**config.mk**
```make
export PLATFORM = sky130hd
export DESIGN_NAME = irq_nest_ctrl
export DESIGN_NICKNAME = d
export VERILOG_FILES = /design/src/rtl/irq_nest_pkg.sv /design/src/rtl/irq_cfg_regs.sv /design/src/rtl/irq_arbiter.sv /design/src/rtl/irq_active_stack.sv /design/src/rtl/irq_nest_ctrl.sv
export SDC_FILE = /design/constraint.sdc
export NUM_CORES = 1
export LEC_CHECK = 0
export BUFFER_PORTS_ARGS = -buffer_cell sky130_fd_sc_hd__buf_2
export CELL_PAD_IN_SITES_DETAIL_PLACEMENT = 0
export CELL_PAD_IN_SITES_GLOBAL_PLACEMENT = 1
export CORE_UTILIZATION = 51
export CTS_CLUSTER_DIAMETER = 150
export DETAILED_ROUTE_END_ITERATION = 12
export PLACE_DENSITY = 0.79
export RECOVER_POWER = 50
export SLEW_MARGIN = 25
export SYNTH_ARGS = -nofsm -noshare
export SYNTH_HDL_FRONTEND = slang
export SYNTH_SLANG_ARGS = --single-unit
```
**constraint.sdc**
```tcl
create_clock -name clk -period 36.5 [get_ports clk]
set_input_delay 3.65 -clock clk [delete_from_list [all_inputs] [get_ports clk]]
set_output_delay 3.65 -clock clk [all_outputs]
set_load 0.02 [all_outputs]
```
**src/rtl/irq_nest_pkg.sv**
```systemverilog
package irq_nest_pkg;

  typedef enum logic [1:0] {
    CFG_ENABLE = 2'd0,
    CFG_PRIO   = 2'd1,
    CFG_MASK   = 2'd2,
    CFG_PEND   = 2'd3
  } cfg_sel_e;

endpackage

```
**src/rtl/irq_cfg_regs.sv**
```systemverilog
module irq_cfg_regs
  import irq_nest_pkg::*;
#(
  parameter int NUM_LINES = 16,
  parameter int PRIO_W    = 4,
  parameter int LINE_W    = 4,
  parameter int CFG_W     = 8
) (
  input  logic                               clk,
  input  logic                               rst,
  input  logic                               cfg_we,
  input  logic [1:0]                         cfg_sel,
  input  logic [LINE_W-1:0]                  cfg_idx,
  input  logic [CFG_W-1:0]                   cfg_wdata,
  output logic [NUM_LINES-1:0]               en_q,
  output logic [NUM_LINES-1:0][PRIO_W-1:0]   prio_q,
  output logic [PRIO_W-1:0]                  mask_q,
  output logic [NUM_LINES-1:0]               swpend
);

  localparam int LOW_W = CFG_W - PRIO_W;

  cfg_sel_e          sel;
  logic [PRIO_W-1:0] field_hi;
  logic              low_set;
  logic              idx_ok;

  assign sel      = cfg_sel_e'(cfg_sel);
  assign field_hi = cfg_wdata[CFG_W-1 -: PRIO_W];
  assign low_set  = |cfg_wdata[LOW_W-1:0];
  assign idx_ok   = (int'(cfg_idx) < NUM_LINES);

  always_ff @(posedge clk) begin
    if (rst) begin
      en_q   <= '0;
      prio_q <= '0;
      mask_q <= '0;
    end else if (cfg_we) begin
      case (sel)
        CFG_ENABLE: if (idx_ok) en_q[cfg_idx]   <= low_set;
        CFG_PRIO:   if (idx_ok) prio_q[cfg_idx] <= field_hi;
        CFG_MASK:   mask_q <= field_hi;
        default:    ;
      endcase
    end
  end

  always_comb begin
    swpend = '0;
    if (cfg_we && sel == CFG_PEND && idx_ok) swpend[cfg_idx] = 1'b1;
  end

endmodule

```
**src/rtl/irq_arbiter.sv**
```systemverilog
module irq_arbiter #(
  parameter int NUM_LINES = 16,
  parameter int PRIO_W    = 4,
  parameter int LINE_W    = 4,
  parameter int RANK_W    = PRIO_W + 1,
  parameter int VEC_W     = LINE_W + 1
) (
  input  logic [NUM_LINES-1:0]             pend,
  input  logic [NUM_LINES-1:0]             en,
  input  logic [NUM_LINES-1:0][PRIO_W-1:0] prio,
  input  logic [PRIO_W-1:0]                mask,
  input  logic                             nmi_pend,
  output logic                             win_valid,
  output logic [RANK_W-1:0]                win_rank,
  output logic [VEC_W-1:0]                 win_vec
);

  localparam logic [RANK_W-1:0] IDLE_RANK = RANK_W'((1 << PRIO_W) + 1);

  logic [NUM_LINES-1:0] elig;

  for (genvar g = 0; g < NUM_LINES; g++) begin : g_elig
    assign elig[g] = pend[g] && en[g] && ((mask == '0) || (prio[g] < mask));
  end

  always_comb begin
    win_valid = 1'b0;
    win_rank  = IDLE_RANK;
    win_vec   = '0;
    if (nmi_pend) begin
      win_valid = 1'b1;
      win_rank  = '0;
      win_vec   = VEC_W'(1 << LINE_W);
    end else begin
      for (int i = 0; i < NUM_LINES; i++) begin
        if (elig[i] && (RANK_W'(prio[i]) + RANK_W'(1) < win_rank)) begin
          win_valid = 1'b1;
          win_rank  = RANK_W'(prio[i]) + RANK_W'(1);
          win_vec   = VEC_W'(i);
        end
      end
    end
  end

endmodule

```
**src/rtl/irq_active_stack.sv**
```systemverilog
module irq_active_stack #(
  parameter int PRIO_W = 4,
  parameter int RANK_W = PRIO_W + 1,
  parameter int VEC_W  = 5,
  parameter int DEPTH  = (1 << PRIO_W) + 1,
  parameter int SP_W   = $clog2(DEPTH + 1)
) (
  input  logic              clk,
  input  logic              rst,
  input  logic              push,
  input  logic [RANK_W-1:0] push_rank,
  input  logic [VEC_W-1:0]  push_vec,
  input  logic              pop,
  output logic [RANK_W-1:0] top_rank,
  output logic [VEC_W-1:0]  top_vec,
  output logic [RANK_W-1:0] below_rank,
  output logic [SP_W-1:0]   depth
);

  localparam logic [RANK_W-1:0] IDLE_RANK = RANK_W'((1 << PRIO_W) + 1);
  localparam int ENT_W = RANK_W + VEC_W;

  logic [ENT_W-1:0] mem [DEPTH];
  logic [SP_W-1:0]  sp_q;
  logic [ENT_W-1:0] top_ent;
  logic [ENT_W-1:0] below_ent;

  always_ff @(posedge clk) begin
    if (push) mem[sp_q] <= {push_rank, push_vec};
  end

  always_ff @(posedge clk) begin
    if (rst)       sp_q <= '0;
    else if (push) sp_q <= sp_q + SP_W'(1);
    else if (pop)  sp_q <= sp_q - SP_W'(1);
  end

  assign top_ent   = (sp_q >= SP_W'(1)) ? mem[sp_q - SP_W'(1)] : '0;
  assign below_ent = (sp_q >= SP_W'(2)) ? mem[sp_q - SP_W'(2)] : '0;
  assign top_rank   = (sp_q == '0) ? IDLE_RANK : top_ent[ENT_W-1 -: RANK_W];
  assign top_vec    = top_ent[VEC_W-1:0];
  assign below_rank = (sp_q < SP_W'(2)) ? IDLE_RANK : below_ent[ENT_W-1 -: RANK_W];
  assign depth      = sp_q;

  p_no_overflow_r11: assert property (@(posedge clk) disable iff (rst)
    push |-> (sp_q < SP_W'(DEPTH)));

  p_pop_nonempty_r11: assert property (@(posedge clk) disable iff (rst)
    pop |-> (sp_q != '0));

  p_push_urgent_r8: assert property (@(posedge clk) disable iff (rst)
    push |-> (push_rank < top_rank));

  p_push_pop_excl_r11: assert property (@(posedge clk) disable iff (rst)
    !(push && pop));

endmodule

```
**src/rtl/irq_nest_ctrl.sv**
```systemverilog
module irq_nest_ctrl
  import irq_nest_pkg::*;
#(
  parameter int NUM_LINES = 16,
  parameter int PRIO_W    = 4,
  parameter int CFG_W     = 8,
  parameter int LINE_W    = $clog2(NUM_LINES),
  parameter int VEC_W     = LINE_W + 1
) (
  input  logic                 clk,
  input  logic                 rst,
  input  logic [NUM_LINES-1:0] irq_in,
  input  logic                 nmi_in,
  input  logic                 cfg_we,
  input  logic [1:0]           cfg_sel,
  input  logic [LINE_W-1:0]    cfg_idx,
  input  logic [CFG_W-1:0]     cfg_wdata,
  input  logic                 entry_ack,
  input  logic                 stacking,
  input  logic                 hnd_exit,
  output logic                 entry_req,
  output logic [VEC_W-1:0]     entry_vec,
  output logic                 entry_chain
);

  localparam int RANK_W = PRIO_W + 1;
  localparam int DEPTH  = (1 << PRIO_W) + 1;
  localparam int SP_W   = $clog2(DEPTH + 1);

  logic [NUM_LINES-1:0]             en_q;
  logic [NUM_LINES-1:0][PRIO_W-1:0] prio_q;
  logic [PRIO_W-1:0]                mask_q;
  logic [NUM_LINES-1:0]             swpend;

  logic [NUM_LINES-1:0] pend_vec;
  logic [NUM_LINES-1:0] act_vec;
  logic                 nmi_pend_q;
  logic                 nmi_act_q;

  logic              win_valid;
  logic [RANK_W-1:0] win_rank;
  logic [VEC_W-1:0]  win_vec;

  logic [RANK_W-1:0] top_rank;
  logic [VEC_W-1:0]  top_vec;
  logic [RANK_W-1:0] below_rank;
  logic [SP_W-1:0]   depth;

  logic              entry_req_q;
  logic [VEC_W-1:0]  entry_vec_q;
  logic              entry_chain_q;
  logic [RANK_W-1:0] offer_rank_q;

  logic              ack_fire;
  logic              pop;
  logic [RANK_W-1:0] eff_rank;
  logic              take;
  logic              late;
  logic              ack_is_nmi;
  logic              pop_is_nmi;

  irq_cfg_regs #(
    .NUM_LINES(NUM_LINES), .PRIO_W(PRIO_W), .LINE_W(LINE_W), .CFG_W(CFG_W)
  ) u_cfg (
    .clk(clk), .rst(rst), .cfg_we(cfg_we), .cfg_sel(cfg_sel), .cfg_idx(cfg_idx),
    .cfg_wdata(cfg_wdata), .en_q(en_q), .prio_q(prio_q), .mask_q(mask_q),
    .swpend(swpend)
  );

  irq_arbiter #(
    .NUM_LINES(NUM_LINES), .PRIO_W(PRIO_W), .LINE_W(LINE_W),
    .RANK_W(RANK_W), .VEC_W(VEC_W)
  ) u_arb (
    .pend(pend_vec), .en(en_q), .prio(prio_q), .mask(mask_q),
    .nmi_pend(nmi_pend_q), .win_valid(win_valid), .win_rank(win_rank),
    .win_vec(win_vec)
  );

  irq_active_stack #(
    .PRIO_W(PRIO_W), .RANK_W(RANK_W), .VEC_W(VEC_W), .DEPTH(DEPTH), .SP_W(SP_W)
  ) u_stack (
    .clk(clk), .rst(rst), .push(ack_fire), .push_rank(offer_rank_q),
    .push_vec(entry_vec_q), .pop(pop), .top_rank(top_rank), .top_vec(top_vec),
    .below_rank(below_rank), .depth(depth)
  );

  // Core handshake decode
  assign ack_fire   = entry_req_q && entry_ack;
  assign pop        = !entry_req_q && hnd_exit;
  assign eff_rank   = pop ? below_rank : top_rank;
  assign take       = !entry_req_q && win_valid && (win_rank < eff_rank);
  assign late       = entry_req_q && !entry_ack && stacking && win_valid &&
                      (win_rank < offer_rank_q);
  assign ack_is_nmi = ack_fire && entry_vec_q[LINE_W];
  assign pop_is_nmi = pop && top_vec[LINE_W];

  // Per-line pending and in-service bits
  for (genvar g = 0; g < NUM_LINES; g++) begin : g_line
    logic pend_r;
    logic act_r;
    logic clr;
    logic rel;

    assign clr = ack_fire && !entry_vec_q[LINE_W] &&
                 (entry_vec_q[LINE_W-1:0] == LINE_W'(g));
    assign rel = pop && !top_vec[LINE_W] && (top_vec[LINE_W-1:0] == LINE_W'(g));

    always_ff @(posedge clk) begin
      if (rst) begin
        pend_r <= 1'b0;
        act_r  <= 1'b0;
      end else begin
        pend_r <= (pend_r || (irq_in[g] && !act_r) || swpend[g]) && !clr;
        if (clr)      act_r <= 1'b1;
        else if (rel) act_r <= 1'b0;
      end
    end

    assign pend_vec[g] = pend_r;
    assign act_vec[g]  = act_r;
  end

  always_ff @(posedge clk) begin
    if (rst) begin
      nmi_pend_q <= 1'b0;
      nmi_act_q  <= 1'b0;
    end else begin
      nmi_pend_q <= (nmi_pend_q || (nmi_in && !nmi_act_q)) && !ack_is_nmi;
      if (ack_is_nmi)      nmi_act_q <= 1'b1;
      else if (pop_is_nmi) nmi_act_q <= 1'b0;
    end
  end

  // Entry offer register
  always_ff @(posedge clk) begin
    if (rst) begin
      entry_req_q   <= 1'b0;
      entry_vec_q   <= '0;
      entry_chain_q <= 1'b0;
      offer_rank_q  <= '0;
    end else if (take) begin
      entry_req_q   <= 1'b1;
      entry_vec_q   <= win_vec;
      entry_chain_q <= pop;
      offer_rank_q  <= win_rank;
    end else if (ack_fire) begin
      entry_req_q   <= 1'b0;
      entry_chain_q <= 1'b0;
    end else if (late) begin
      entry_vec_q  <= win_vec;
      offer_rank_q <= win_rank;
    end
  end

  assign entry_req   = entry_req_q;
  assign entry_vec   = entry_vec_q;
  assign entry_chain = entry_chain_q;

  p_req_held_r7: assert property (@(posedge clk) disable iff (rst)
    (entry_req_q && !entry_ack) |=> entry_req_q);

  p_swap_urgent_r10: assert property (@(posedge clk) disable iff (rst)
    (entry_req_q && !entry_ack) |=> (offer_rank_q <= $past(offer_rank_q)));

  p_exit_ignored_r12: assert property (@(posedge clk) disable iff (rst)
    (entry_req_q && hnd_exit && !entry_ack) |=> (depth == $past(depth)));

  p_nmi_first_r6: assert property (@(posedge clk) disable iff (rst)
    (nmi_pend_q && !nmi_act_q && !entry_req_q) |=> (entry_req_q && entry_vec_q[LINE_W]));

  p_mask_r5: assert property (@(posedge clk) disable iff (rst)
    (take && !win_vec[LINE_W] && (mask_q != '0)) |->
      (prio_q[win_vec[LINE_W-1:0]] < mask_q));

  p_line_once_r3: assert property (@(posedge clk) disable iff (rst)
    $onehot0(pend_vec & act_vec & ~swpend) || (pend_vec & act_vec) == '0);

endmodule

```
Word level (Yosys, flattened, before mapping)
Memories as Yosys holds them, arrays and structs flattened.
Index checks and enable logic that the tools add are counted.

operators by class
  add/sub/neg operators = 19
  magnitude comparators = 39
  muxes and demuxes = 124
  reductions and logical operators = 245
  equal/unequal tests = 34

operator list
  cell                                                 count
  2-to-1 mux 5 bit                                     44
  logical AND 1 bit                                    128
  < comparator 5 bit                                   17
  adder 4 x 1 -> 5 bit, second input constant          16
  bitwise mux 64 bit                                   1
  equality test 4 bit, second input constant           16
  < comparator 4 bit                                   16
  2-to-1 mux 1 bit                                     58
  logical OR 1 bit                                     49
  nonzero test 2 bit                                   20
  zero test 1 bit                                      38
  2-to-1 mux 4 bit                                     9
  equality test 4 x 3 -> 1 bit, second input constant  8
  2-to-1 mux 10 bit                                    2
  bitwise mux 16 bit                                   1
  demux 4 bit (select 4 bit)                           1
  equality test 4 x 2 -> 1 bit, second input constant  4
  2-to-1 mux 16 bit                                    1
  zero test 4 bit                                      3
  2-to-1 mux 3 bit                                     4
  equality test 4 x 1 -> 1 bit, second input constant  2
  AND reduction 2 bit                                  4
  adder 5 x 1 -> 5 bit, second input constant          1
  >= comparator 5 x 1 -> 1 bit, second input constant  1
  15 further kinds                                     17

storage, ports and cells
  memories kept = 1
  memory bits (writable) = 170
  output and inout port bits = 7
  logic and storage cells = 519
  register bits after elaboration = 135
  input port bits = 37

memory list
  memory       depth  width  read ports  clocked after Yosys merged registers in  wr ports  line                    RTL
  u_stack.mem  17     10     2           0                                        1         irq_active_stack.sv:23  logic [ENT_W-1:0] mem [DEPTH];

Logic depth before layout (Yosys ltp)
Gate-level depths: netlist of the first run.

  depth after elaboration = 71
  depth in mapped cells = 150
  mapped depth without buffers = 146

By module
A second synthesis of the first run with hierarchy kept.

second synthesis, totals
  cell total of the unflattened synthesis = 1918
  area, all modules = 19819.0 µm²

modules (own cells, without submodules)
  module            times used  cells an instance  sequential area each (µm²)  area an instance (µm²)
  irq_active_stack  1           434                5205.0                      7845.0
  irq_arbiter       1           874                0.0                         6195.9
  irq_cfg_regs      1           361                1681.6                      3592.2
  irq_nest_ctrl     1           249                920.9                       2185.8

Worst setup path before layout of the first run
Ideal clock, no wire load.

  path kind = reg2reg
  from = reg u_cfg.mask_q[1]
  to = reg entry_vec_q[1], in the netlist entry_vec[1]
  clock period less this slack = 26.993 ns
  buffers on the path = 4
  arrival time = 26.933 ns
  data required time = 36.440 ns
  path slack = 9.507 ns
  stages on the path, launching flop included = 136
  setup time = 0.060 ns
  path through = dfxtp_1 -> inv_1 -> ha_1 -> o211ai_1 -> nor2_1 -> o32ai_1 -> and2_1 -> nand2_1 -> ha_1 -> nand4_1 -> or2_2 -> o211ai_2 -> o21ai_0 -> ha_1 -> or4bb_1 -> a311oi_1 -> nor2_1 -> a311o_1 -> [100 not listed] -> ha_1 -> a21o_1 -> a21o_1 -> a2111oi_0 -> a21boi_2 -> buf_2 -> inv_2 -> a211oi_1 -> ha_1 -> a21o_1 -> a211o_1 -> nor2_1 -> o211ai_1 -> nor3_1 -> a211oi_1 -> buf_2 -> a2111oi_0 -> a31o_1

on the way
  longest elaborated chain between the ends = 70
  elaborated cells on any way between the ends = 156
  those cells by class = order compare: 33; eq/ne: 1; mux: 67; reduce/logical: 55

ends and longest elaborated chain
  element                                                                                line                                      RTL
  start, declared                                                                        irq_cfg_regs.sv:17                        output logic [PRIO_W-1:0] mask_q,
  start signal, assigned                                                                 irq_cfg_regs.sv:42                        CFG_MASK: mask_q <= field_hi;
  < comparator 4 bit or zero test 4 bit (tied branches)                                  irq_arbiter.sv:23                         assign elig[g] = pend[g] && en[g] && ((mask == '0) || (prio[g] < mask));
  logical OR 1 bit                                                                       irq_arbiter.sv:23
  logical AND 1 bit                                                                      irq_arbiter.sv:23
  logical AND 1 bit                                                                      irq_arbiter.sv:36                         if (elig[i] && (RANK_W'(prio[i]) + RANK_W'(1) < win_rank)) begin
  2-to-1 mux 5 bit                                                                       irq_arbiter.sv:36
  2-to-1 mux 5 bit                                                                       irq_arbiter.sv:30                         if (nmi_pend) begin
  < comparator 5 bit                                                                     irq_arbiter.sv:36
  logical AND 1 bit                                                                      irq_arbiter.sv:36
  [55 not listed]                                                                        --
  logical AND 1 bit                                                                      irq_arbiter.sv:36
  2-to-1 mux 5 bit *                                                                     irq_arbiter.sv:36
  2-to-1 mux 5 bit *                                                                     irq_arbiter.sv:30
  named net u_arb.win_rank[3]                                                            irq_arbiter.sv:14                         output logic [RANK_W-1:0] win_rank,
  < comparator 5 bit (on tied branches)                                                  irq_nest_ctrl.sv:91, irq_nest_ctrl.sv:93
  logical AND 1 bit (on tied branches)                                                   irq_nest_ctrl.sv:91, irq_nest_ctrl.sv:92
  inequality test 2 x 1 -> 1 bit (no source line) or nonzero test 2 bit (tied branches)  --
  AND reduction 2 bit (no source line)                                                   --
  end signal, assigned                                                                   irq_nest_ctrl.sv:143                      entry_vec_q <= win_vec;
  end signal, assigned                                                                   irq_nest_ctrl.sv:150                      entry_vec_q <= win_vec;
  end, declared                                                                          irq_nest_ctrl.sv:50                       logic [VEC_W-1:0] entry_vec_q;

The timed path passes the listed nets; every way through them passes the cells marked *. The select of a mux whose other input is x is not followed.
A chain may end at the register's enable or synchronous reset.

Final worst setup path of the first run
  from = reg u_cfg.mask_q[0]
  to = reg entry_vec_q[2], in the netlist entry_vec[2]

Same word-level chain as after synthesis.

==> impl_results.md, run 1 <==
* Clock transition at the registers of the reported paths at 0.07 ns
* Number of design-rule violations left by the first detailed-router iteration at 1620
* Number of enable flip-flop cells after synthesis at 170
* Drt total wl at 53.7 mm
* Headroom to the max-slew limit at -2.14
* Average vias per placed instance at 6.47
* Final setup violation count at 0
* Filler Cells Inserted at 3028
* Synthesized instance count at 1781
* CTS sink count at 305
* Synth top area cells: sky130_fd_sc_hd__edfxtp_1 27%, sky130_fd_sc_hd__dfxtp_1 14%, sky130_fd_sc_hd__mux4_2 9.0%
* Status: complete, but fails checks
* Worst hold-check path type: reg -> reg
* Clk root buf: sky130_fd_sc_hd__clkbuf_16
* Core Area at 0.0358 sq mm
* Via total after detailed routing at 14900
* Clock period minus worst slack at 31.57 ns
* Peak fanout along the critical path at 15
* Final count of hold timing violations at 0
* FFs w/ async S/R, synth at 0
* Number of H-tree branching levels at 1
* Vias in the first global route at 14200
* Area growth, synth to finish at 9.81%
* Remaining antenna violation count after routing at 0
* Placer congestion estimate at 0.916
* Most frequent cell on the critical path: sky130_fd_sc_hd__ha_1
* Distinct cell type count after synthesis at 111
* Startpoint type of the worst setup path: flip-flop
* Combined buffer and inverter count along the critical path at 8
* Required arrival time at the worst endpoint at 36.95 ns
* Number of buffers on the longest clock path at 3
* Mean instance size in the synthesized netlist at 10.5 sq um
* Max-slew violations at 103
* Initial antenna violation count at 3
* Sequential cell area fraction in the yosys report at 0.417
* Overall track demand over capacity in global routing at 0.287
* Setup repair after global routing missed its margin: false
* Hold-fix buffers at CTS at 0
* Worst Max-Slew Pin Slew at 4.71 ns
* Aggregate negative setup slack at 0 ns
* Post-layout total power at 1.00 mW
* Number of buffers created by CTS at 31
* Pwr Density at 48.9 mW/mm^2
* Violations in the final reports: capacitance limit, slew limit
* Clock tree from TritonCTS: built
* Post-CTS repair timing setup buffer count at 0
* Slowest library cell on the worst path: sky130_fd_sc_hd__a2111oi_0
* X dimension of the die at 194 um
* Area share of the leading cell type in the synthesized netlist at 0.273
* Boundary Pins at 44
* WS Path Type: reg -> reg
* Highest clock frequency the design can meet at 31.7 MHz
* Skew final at 0.0320 ns
* Worst setup EP type: flip-flop
* Initial Util at 0.523
* Portion of the clock cycle consumed by the worst path in the final layout at 0.865
* Die extent in y at 194 um
* Clock latency on the worst-skew pair at 0.57 ns
* Layout cells sized above 1 at 0.138
* Final global-route overflow total at 0
* Count of unresolved DRC violations after routing at 0
* Number of port buffers at 43
* Slowest stage delay, CP at 0.73 ns
* Post-synth top flop: sky130_fd_sc_hd__edfxtp_1
* Leakage at 7.59 nW
* CP top delay family: compound AO/OA/AOI/OAI gates
* Number of placement rows at 69
* Commonest cells after routing, fill and taps aside: 170 x sky130_fd_sc_hd__edfxtp_1, 157 x sky130_fd_sc_hd__nand2_1, 147 x sky130_fd_sc_hd__nor2_1
* Signal arrival time at the worst endpoint at 32.03 ns
* Drt first pass iters at 6
* Average routed wire per standard cell at 23.3 um
* Fin cells at 2306
* Net count, final at 1974
* Detailed-placement wirelength estimate at 38.3 mm
* Netlist area before placement at 0.0187 sq mm
* Die ar. at 0.0375 sq mm
* Mapped Nets at 1935
* Max-capacitance violation count at 1
* Post-cts gate resize count at 0
* Largest net degree at the start of global routing at 103
* First-pass GRT wire length at 83.8 mm
* Total of warnings raised by yosys at 0
* Worst voltage drop across the vdd grid at 49.3 uV
* Leading cell type in the layout, fill and taps excluded: sky130_fd_sc_hd__edfxtp_1
* Number of synthesized register bits at 305
* Largest area contributor in the synthesized netlist: sky130_fd_sc_hd__edfxtp_1
* Number of cells after detailed placement at 2248
==> registers in the layout, summed over array words and instances (netlist names) <==
signal	cells
u_stack.mem	170
u_cfg.prio_q	64
g_line.act_r	16
g_line.pend_r	16
u_cfg.en_q	16
entry_vec	5
offer_rank_q	5
u_stack.depth	5
u_cfg.mask_q	4
entry_chain	1
entry_req	1
nmi_act_q	1
nmi_pend_q	1
==> worst min-delay path, delay by kind of cell (launching register included) <==
family / cells / cell delay, ns
AOI/OAI and AO/OA: 2 / 0.12
DFF: 1 / 0.31
==> Yosys cell counts (all sizes together), types with 22 or more instances <==
cell	n
a21o	26
dfxtp	135
edfxtp	170
nand2b	26
inv	76
o21ai	75
clkbuf	51
nor2	148
nand2	158
mux4	75
xnor2	28
mux2i	55
and3	28
a211oi	43
o211ai	22
ha	117
a21oi	132
nand3	88
nor3	22
==> cell type report <==
type                    count  area (sq um)  area share
multi-input cells        1333         10400       0.507
diodes                      1          2.50    0.000122
well taps                 461           577      0.0281
flip-flops and latches    305          7810       0.380
repair buffers             73           389      0.0189
clock buffers              42           865      0.0421
clock inverters            15           195     0.00950
inverters                  76           285      0.0139
==> power by group <==
group          leakage (nW)  total (mW)  internal, mW  switching (mW)
registers              2.86       0.395         0.375          0.0197
logic                  4.20       0.281         0.112           0.168
clock network         0.522       0.329         0.200           0.129
==> layer usage <==
layer,wire length (um),track usage,share of wire,vias up
met5,0,0,0,-
met2,23900,0.447,0.45,589
met3,3940,0.0380,0.073,80
li1,-,-,-,6932
met1,24700,0.426,0.46,7329
met4,1160,0.0655,0.022,0
==> per-stage QoR <==
step           utilization  setup WS [ns]  instance area, sq um  hold slack [ns]
2_1_floorplan            -           9.51                 18700            0.454
3_3_place_gp         0.545           6.87                 19500            0.462
5_1_grt              0.574           2.23                 20600            0.498
3_5_place_dp         0.545           5.68                 19500            0.471
6_report             0.574           4.93                 20600            0.478
4_1_cts              0.575           5.44                 20600            0.480
==> cells by family (layout without fill, tap and decap cells) <==
family / Yosys count / count (layout) / share of synthesized area
flops: 305 / 305 / 0.417
xor+xnor: 45 / 45 / 0.0211
other cells: 0 / 1 / 0
compound gates: 483 / 483 / 0.188
simple gates: 546 / 546 / 0.139
mux: 142 / 142 / 0.127
fa+ha+maj: 117 / 117 / 0.0782
buf+inv: 143 / 206 / 0.0295
==> path summary, 6_finish.rpt <==
path	startpoint	end	slack, ns	cells past startpoint
max	u_cfg.mask_q[0]	entry_vec[2]	4.93	127
min	g_line[11].act_r	g_line[11].act_r	0.48	2
max reg2reg	u_cfg.mask_q[0]	entry_vec[2]	4.93	127
min reg2reg	g_line[11].act_r	g_line[11].act_r	0.48	2
No activity file was read; power rests on OpenSTA's default activity.
==> run 2, diff against run 1 <==
--- a/config.mk
+++ b/config.mk
@@ -6,14 +6,13 @@
 export NUM_CORES = 1
 export LEC_CHECK = 0
 export BUFFER_PORTS_ARGS = -buffer_cell sky130_fd_sc_hd__buf_2
-export CELL_PAD_IN_SITES_DETAIL_PLACEMENT = 0
-export CELL_PAD_IN_SITES_GLOBAL_PLACEMENT = 1
-export CORE_UTILIZATION = 51
+export CORE_UTILIZATION = 60
 export CTS_CLUSTER_DIAMETER = 150
 export DETAILED_ROUTE_END_ITERATION = 12
-export PLACE_DENSITY = 0.79
+export PLACE_DENSITY = 0.75
 export RECOVER_POWER = 50
 export SLEW_MARGIN = 25
 export SYNTH_ARGS = -nofsm -noshare
 export SYNTH_HDL_FRONTEND = slang
+export SYNTH_HIERARCHICAL = 1
 export SYNTH_SLANG_ARGS = --single-unit
==> impl_results.md, run 2 <==
* Clock transition at the registers of the reported paths at 0.06 ns
* Signal arrival time at the worst endpoint at 28.16 ns
* Commonest cells after routing, fill and taps aside: 205 x sky130_fd_sc_hd__nand2_1, 170 x sky130_fd_sc_hd__edfxtp_1, 156 x sky130_fd_sc_hd__mux2i_1
* Final setup violation count at 0
* Skew final at 0.0218 ns
* Vias in the first global route at 15300
* Number of synthesized register bits at 305
* Net count, final at 2066
* Slowest library cell on the worst path: sky130_fd_sc_hd__or4_1
* Number of buffers created by CTS at 31
* Setup repair after global routing missed its margin: false
* Top-count cell post-synth: sky130_fd_sc_hd__nand2_1
* Die extent in y at 184 um
* Startpoint type of the worst setup path: flip-flop
* Largest net degree at the start of global routing at 86
* Aggregate negative setup slack at 0 ns
* Peak fanout along the critical path at 16
* Worst Max-Slew Pin Slew at 4.00 ns
* Filler Cells Inserted at 2578
* Max-slew violations at 180
* Share of total power in sequential cells at 0.383
* Post-synth top flop: sky130_fd_sc_hd__edfxtp_1
* Largest register FFs at 170
* Total of warnings raised by yosys at 6
* CP top delay family: compound AO/OA/AOI/OAI gates
* Worst voltage drop across the vdd grid at 42.5 uV
* Core Area at 0.0325 sq mm
* Average routed wire per standard cell at 22.8 um
* Final core occ at 0.652
* FFs w/ async S/R, synth at 0
* Clock tree from TritonCTS: built
* Net switching fraction of the power at 0.330
* Final Worst Setup Slack at 8.78 ns
* Most frequent cell on the critical path: sky130_fd_sc_hd__nor2_1
* Leakage at 8.40 nW
* First-pass GRT wire length at 85.3 mm
* Routing usage on met2 at 0.508
* Number of buffers on the longest clock path at 3
* Dpl ws at 9.41 ns
* Internal power of the cells at 0.689 mW
* Min-delay src: u_cfg/en_q[7]
* WS Path Type: reg -> reg
* Final count of hold timing violations at 0
* Combined buffer and inverter count along the critical path at 9
* Average vias per placed instance at 6.68
* Headroom to the max-slew limit at -1.67
* Drt first pass iters at 7
* Area growth, synth to finish at 6.97%
* Netlist area before placement at 0.0198 sq mm
* Post-layout total power at 1.03 mW
* Hold-fix buffers at CTS at 0
* Initial Util at 0.609
* Number of enable flip-flop cells after synthesis at 170
* Boundary Pins at 44
* Mean instance size in the synthesized netlist at 10.3 sq um
* Register ranked first by flip-flop count: u_stack/mem
* Pwr Density at 48.5 mW/mm^2
* Remaining antenna violation count after routing at 0
* Highest clock frequency the design can meet at 36.1 MHz
* Count of cell instances traversed by the critical path at 127
* Portion of the clock cycle consumed by the worst path in the final layout at 0.759
* Worst setup EP type: flip-flop
* Worst R2R Path Depth at 127
* Mapped Nets at 2058
* Status: complete, but fails checks
* Required arrival time at the worst endpoint at 36.94 ns
* Via total after detailed routing at 16000
* Overall track demand over capacity in global routing at 0.326
* Sequential cell area fraction in the yosys report at 0.394
* Synthesized instance count at 1918
* Synth top area cells: sky130_fd_sc_hd__edfxtp_1 26%, sky130_fd_sc_hd__dfxtp_1 14%, sky130_fd_sc_hd__mux2i_1 7.9%
* Clk root buf: sky130_fd_sc_hd__clkbuf_16
* Layout cells sized above 1 at 0.119
* Drt total wl at 54.6 mm
* GRT met3 Usage at 0.0622
* Violations in the final reports: capacitance limit, slew limit
* Placer congestion estimate at 0.948
* Detailed-placement wirelength estimate at 38.3 mm
* Total net switching power at 0.339 mW
* Distinct cell type count after synthesis at 116
* Largest area contributor in the synthesized netlist: sky130_fd_sc_hd__edfxtp_1
* Die ar. at 0.0338 sq mm
* Clock latency on the worst-skew pair at 0.57 ns
* CTS sink count at 305
* Clock Power Share at 0.311
* Most common library cells after synthesis: 205 x sky130_fd_sc_hd__nand2_1, 170 x sky130_fd_sc_hd__edfxtp_1, 156 x sky130_fd_sc_hd__mux2i_1
* Count of unresolved DRC violations after routing at 0
* Number of placement rows at 66
* Final global-route overflow total at 0
* Top Registers: u_stack/mem: 170 flops, u_cfg/prio_q: 64 flops
* Worst hold-check path type: reg -> reg
* Post-CTS repair timing setup buffer count at 0
* Post-cts gate resize count at 0
* Initial antenna violation count at 1
* Crit path launch: u_cfg/mask_q[3]
* Most Crowded Layer GR: met2
* Part of the total power dissipated in combinational logic at 0.306
* Number of design-rule violations left by the first detailed-router iteration at 1985
* Worst hold stages at 2
* Number of H-tree branching levels at 1
* Max-capacitance violation count at 5
* Startpoint of the most critical register-to-register path: u_cfg/mask_q[3]
* Slowest stage delay, CP at 0.68 ns
* Routing usage on met1 at 0.464
* Leading cell type in the layout, fill and taps excluded: sky130_fd_sc_hd__nand2_1
* Number of port buffers at 43
* Clock period minus worst slack at 27.72 ns
* X dimension of the die at 184 um
* Area share of the leading cell type in the synthesized netlist at 0.258
[run 2: cell types whose count changed after synthesis, sizes merged, moves of 21 or more]
cell / change
mux2i: +101
nand2: +47
buf: +36
nand2b: +27
mux4: -21
a21oi: -36
[run 2: layout make-up]
class                      instances  area (sq um)  share of cell area
timing repair buffer              61           310              0.0146
tap                              442           553              0.0261
inverter                          79           297              0.0140
clock buffer                      38           802              0.0378
clock inverter                    18           214              0.0101
multi-input combinational       1448         11200               0.529
antenna                            1          2.50            0.000118
sequential                       305          7810               0.368
[run 2: path summary, 6_finish.rpt]
kind / end / slack, ns
max reg2reg: entry_vec[3] / 8.78
min: u_cfg/en_q[7] / 0.46
max: entry_vec[3] / 8.78
min reg2reg: u_cfg/en_q[7] / 0.46
[run 2: through the flow]
step / cells / hold WS, ns / instance area, sq um
3_5_place_dp: 2335 / 0.452 / 20300
4_1_cts: 2391 / 0.461 / 21300
5_1_grt: 2392 / 0.487 / 21200
2_1_floorplan: 1918 / 0.439 / 19800
6_report: 2392 / 0.461 / 21200
3_3_place_gp: 2335 / 0.445 / 20200
[run 2: worst register-to-register path, delay by kind of cell (launching register included)]
| family | cells | cell delay, ns |
|---|---|---|
| compound gates | 58 | 12.93 |
| fa+ha+maj | 17 | 4.38 |
| buf+inv | 9 | 1.51 |
| flops | 1 | 0.34 |
| mux | 7 | 2.05 |
| simple gates | 36 | 6.36 |
[run 2: power groups by stage]
stage          registers [mW]  clock network [mW]  logic [mW]
2_1_floorplan           0.391                   0       0.241
3_3_place_gp            0.399                   0       0.298
3_5_place_dp            0.400                   0       0.306
4_1_cts                 0.393               0.324       0.307
5_1_grt                 0.396               0.335       0.337
6_report                0.394               0.320       0.314
[run 2: kinds of logic after synthesis]
| family | share of synthesized area |
|---|---|
| AND/OR/NAND/NOR | 0.160 |
| AO/OA/AOI/OAI | 0.155 |
| flip-flops | 0.394 |
| multiplexers | 0.155 |
| buffers and inverters | 0.0398 |
| adder cells (fa/ha/maj) | 0.0726 |
| XOR/XNOR | 0.0234 |
[run 2: metal layers]
metal	wire length, um	vias to the layer above
met5	0	-
li1	-	7256
met3	5260	108
met1	23400	7825
met2	24600	779
met4	1420	0
==> run 3, diff against run 2 <==
--- a/config.mk
+++ b/config.mk
@@ -5,6 +5,7 @@
 export SDC_FILE = /design/constraint.sdc
 export NUM_CORES = 1
 export LEC_CHECK = 0
+export ABC_AREA = 1
 export BUFFER_PORTS_ARGS = -buffer_cell sky130_fd_sc_hd__buf_2
 export CORE_UTILIZATION = 60
 export CTS_CLUSTER_DIAMETER = 150
==> constraint.sdc (replaced) <==
create_clock -name clk -period 27 [get_ports clk]
set_input_delay 2.7 -clock clk [delete_from_list [all_inputs] [get_ports clk]]
set_output_delay 2.7 -clock clk [all_outputs]
set_load 0.02 [all_outputs]
==> impl_results.md, run 3 <==
* Average vias per placed instance at 5.83
* Remaining antenna violation count after routing at 0
* Post-CTS repair timing setup buffer count at 0
* Detailed-placement wirelength estimate at 36.9 mm
* Initial antenna violation count at 1
* Number of buffers created by CTS at 35
* Highest clock frequency the design can meet at 44.6 MHz
* Worst Max-Slew Pin Slew at 1.98 ns
* Boundary Pins at 44
* Clock transition at the registers of the reported paths at 0.06 ns
* Total of warnings raised by yosys at 6
* Number of synthesized register bits at 305
* Count of unresolved DRC violations after routing at 2
* Skew final at 0.0333 ns
* Die ar. at 0.0322 sq mm
* Max-slew violations at 40
* Clock latency on the worst-skew pair at 0.53 ns
* Headroom to the max-slew limit at -0.318
* Netlist area before placement at 0.0189 sq mm
* Diode count at 0
* Number of enable flip-flop cells after synthesis at 170
* Most common library cells after synthesis: 716 x sky130_fd_sc_hd__nand2_1, 375 x sky130_fd_sc_hd__nand3_1, 341 x sky130_fd_sc_hd__nor2_1
* Commonest cells after routing, fill and taps aside: 716 x sky130_fd_sc_hd__nand2_1, 375 x sky130_fd_sc_hd__nand3_1, 334 x sky130_fd_sc_hd__nor2_1
* Final setup violation count at 0
* Number of placement rows at 64
* Mean instance size in the synthesized netlist at 7.45 sq um
* Area share of the leading cell type in the synthesized netlist at 0.270
* FFs w/ async S/R, synth at 0
* Aggregate negative setup slack at 0 ns
* Area growth, synth to finish at 8.49%
* Violations in the final reports: DRC, capacitance limit, slew limit
* Top-count cell post-synth: sky130_fd_sc_hd__nand2_1
* WS Path Type: reg -> reg
* Register ranked first by flip-flop count: u_stack/mem
* Post-synth top flop: sky130_fd_sc_hd__edfxtp_1
* Final global-route overflow total at 0
* Top Registers: u_stack/mem: 170 flops, u_cfg/prio_q: 64 flops
* Largest register FFs at 170
* Required arrival time at the worst endpoint at 27.41 ns
* Placer congestion estimate at 0.950
* Dpl ws at 5.02 ns
* Via total after detailed routing at 17300
* Signal arrival time at the worst endpoint at 22.84 ns
* Number of port buffers at 43
* Synth top area cells: sky130_fd_sc_hd__edfxtp_1 27%, sky130_fd_sc_hd__dfxtp_1 14%, sky130_fd_sc_hd__nand2_1 14%
* Core Area at 0.0307 sq mm
* Worst voltage drop across the vdd grid at 57.2 uV
* Initial Util at 0.614
* Filler Cells Inserted at 2688
* Net count, final at 2688
* Vias in the first global route at 16800
* Die extent in y at 179 um
* Peak fanout along the critical path at 20
* X dimension of the die at 179 um
* Largest area contributor in the synthesized netlist: sky130_fd_sc_hd__edfxtp_1
* Final core occ at 0.666
* Worst hold-check path type: reg -> reg
* Startpoint type of the worst setup path: flip-flop
* Distinct cell type count after synthesis at 50
* Total cell area at the placement stage at 0.0193 sq mm
* Final count of hold timing violations at 0
* Clock tree from TritonCTS: built
* Status: complete, but fails checks
* Mapped Nets at 2676
* Clk root buf: sky130_fd_sc_hd__clkbuf_16
* Layout cells sized above 1 at 0.0824
* Number of H-tree branching levels at 2
* Final Worst Setup Slack at 4.58 ns
* Hold-fix buffers at CTS at 0
* Setup repair after global routing missed its margin: false
* Drt first pass iters at 11
* Synthesized instance count at 2536
* Worst hold stages at 2
* Max-capacitance violation count at 1
* Largest net degree at the start of global routing at 76
* Pwr Density at 80.7 mW/mm^2
* Slowest library cell on the worst path: sky130_fd_sc_hd__clkinv_1
* Drt total wl at 53.0 mm
* Average routed wire per standard cell at 17.8 um
* Worst setup EP type: flip-flop
* Slowest stage delay, CP at 0.76 ns
* Leading cell type in the layout, fill and taps excluded: sky130_fd_sc_hd__nand2_1
* Clock period minus worst slack at 22.42 ns
* Leakage at 8.76 nW
* Number of design-rule violations left by the first detailed-router iteration at 1726
* Post-cts gate resize count at 0
* Overall track demand over capacity in global routing at 0.332
* Worst R2R Path Depth at 99
* Sequential cell area fraction in the yosys report at 0.413
* Portion of the clock cycle consumed by the worst path in the final layout at 0.831
* Design area at 0.0205 sq mm
* Number of buffers on the longest clock path at 3
* First-pass GRT wire length at 86.0 mm
* CTS sink count at 305
* Post-layout total power at 1.65 mW
-- run 3: cell types whose count changed after synthesis, moves of 29 or more --
cell                       before  now
sky130_fd_sc_hd__a211oi_1      46   14
sky130_fd_sc_hd__nand3_1       59  375
sky130_fd_sc_hd__mux2i_1      156    4
sky130_fd_sc_hd__nand2_1      205  716
sky130_fd_sc_hd__nand2b_1      53    0
sky130_fd_sc_hd__mux4_2        54    0
sky130_fd_sc_hd__inv_1         78  199
sky130_fd_sc_hd__nor2_1       126  341
sky130_fd_sc_hd__xnor2_1       31    2
-- run 3: cells by family (layout without fill, tap and decap cells) --
kind of cell               Yosys count  count (layout)  share of synthesized area
AOI/OAI and AO/OA                  238             238                     0.0749
buffers and inverters              300             338                     0.0662
and+or+nand+nor                   1551            1551                      0.358
muxes                                4               4                    0.00212
xor gates and xnor gates            35              35                     0.0176
adders and majority gates          103             103                     0.0682
DFF                                305             305                      0.413
-- run 3: path summary, 6_finish.rpt --
path / from / end / slack (ns)
max: u_cfg/mask_q[3] / offer_rank_q[4] / 4.58
min: g_line[3].act_r / g_line[3].act_r / 0.46
max reg2reg: u_cfg/mask_q[3] / offer_rank_q[4] / 4.58
min reg2reg: g_line[3].act_r / g_line[3].act_r / 0.46
-- run 3: layout make-up --
type                            instances  area, sq um  area share
Clock buffer                           45          975      0.0476
Inverter                              215          817      0.0399
Timing Repair Buffer                   60          318      0.0155
Clock inverter                         18          221      0.0108
Sequential cell                       305         7810       0.381
Tap cell                              396          495      0.0242
Multi-Input combinational cell       1931         9860       0.481
-- run 3: where the power goes --
part           total, mW  leakage (nW)  switching, mW  internal, mW
Sequential         0.588          2.66         0.0408         0.547
Clock              0.491         0.587          0.195         0.296
Combinational      0.575          5.51          0.412         0.163
-- run 3: worst max-delay path: cells and delay by family (launching register included) --
family / cells / cell delay [ns]
buffers and inverters: 7 / 1.44
AO/OA/AOI/OAI: 22 / 3.97
flip-flops: 1 / 0.34
AND/OR/NAND/NOR: 53 / 12.12
adder cells (fa/ha/maj): 17 / 4.42
-- run 3: per-layer routing --
layer | global-route usage | routed length (um)
met5 | 0 | 11
met4 | 0.160 | 2550
met3 | 0.0379 | 4030
met2 | 0.568 | 24800
met1 | 0.420 | 21600
-- run 3: through the flow --
step,std cells,hold WS [ns]
2_1_floorplan,2536,0.440
3_3_place_gp,2907,0.451
3_5_place_dp,2907,0.458
4_1_cts,2970,0.468
5_1_grt,2970,0.480
6_report,2970,0.464
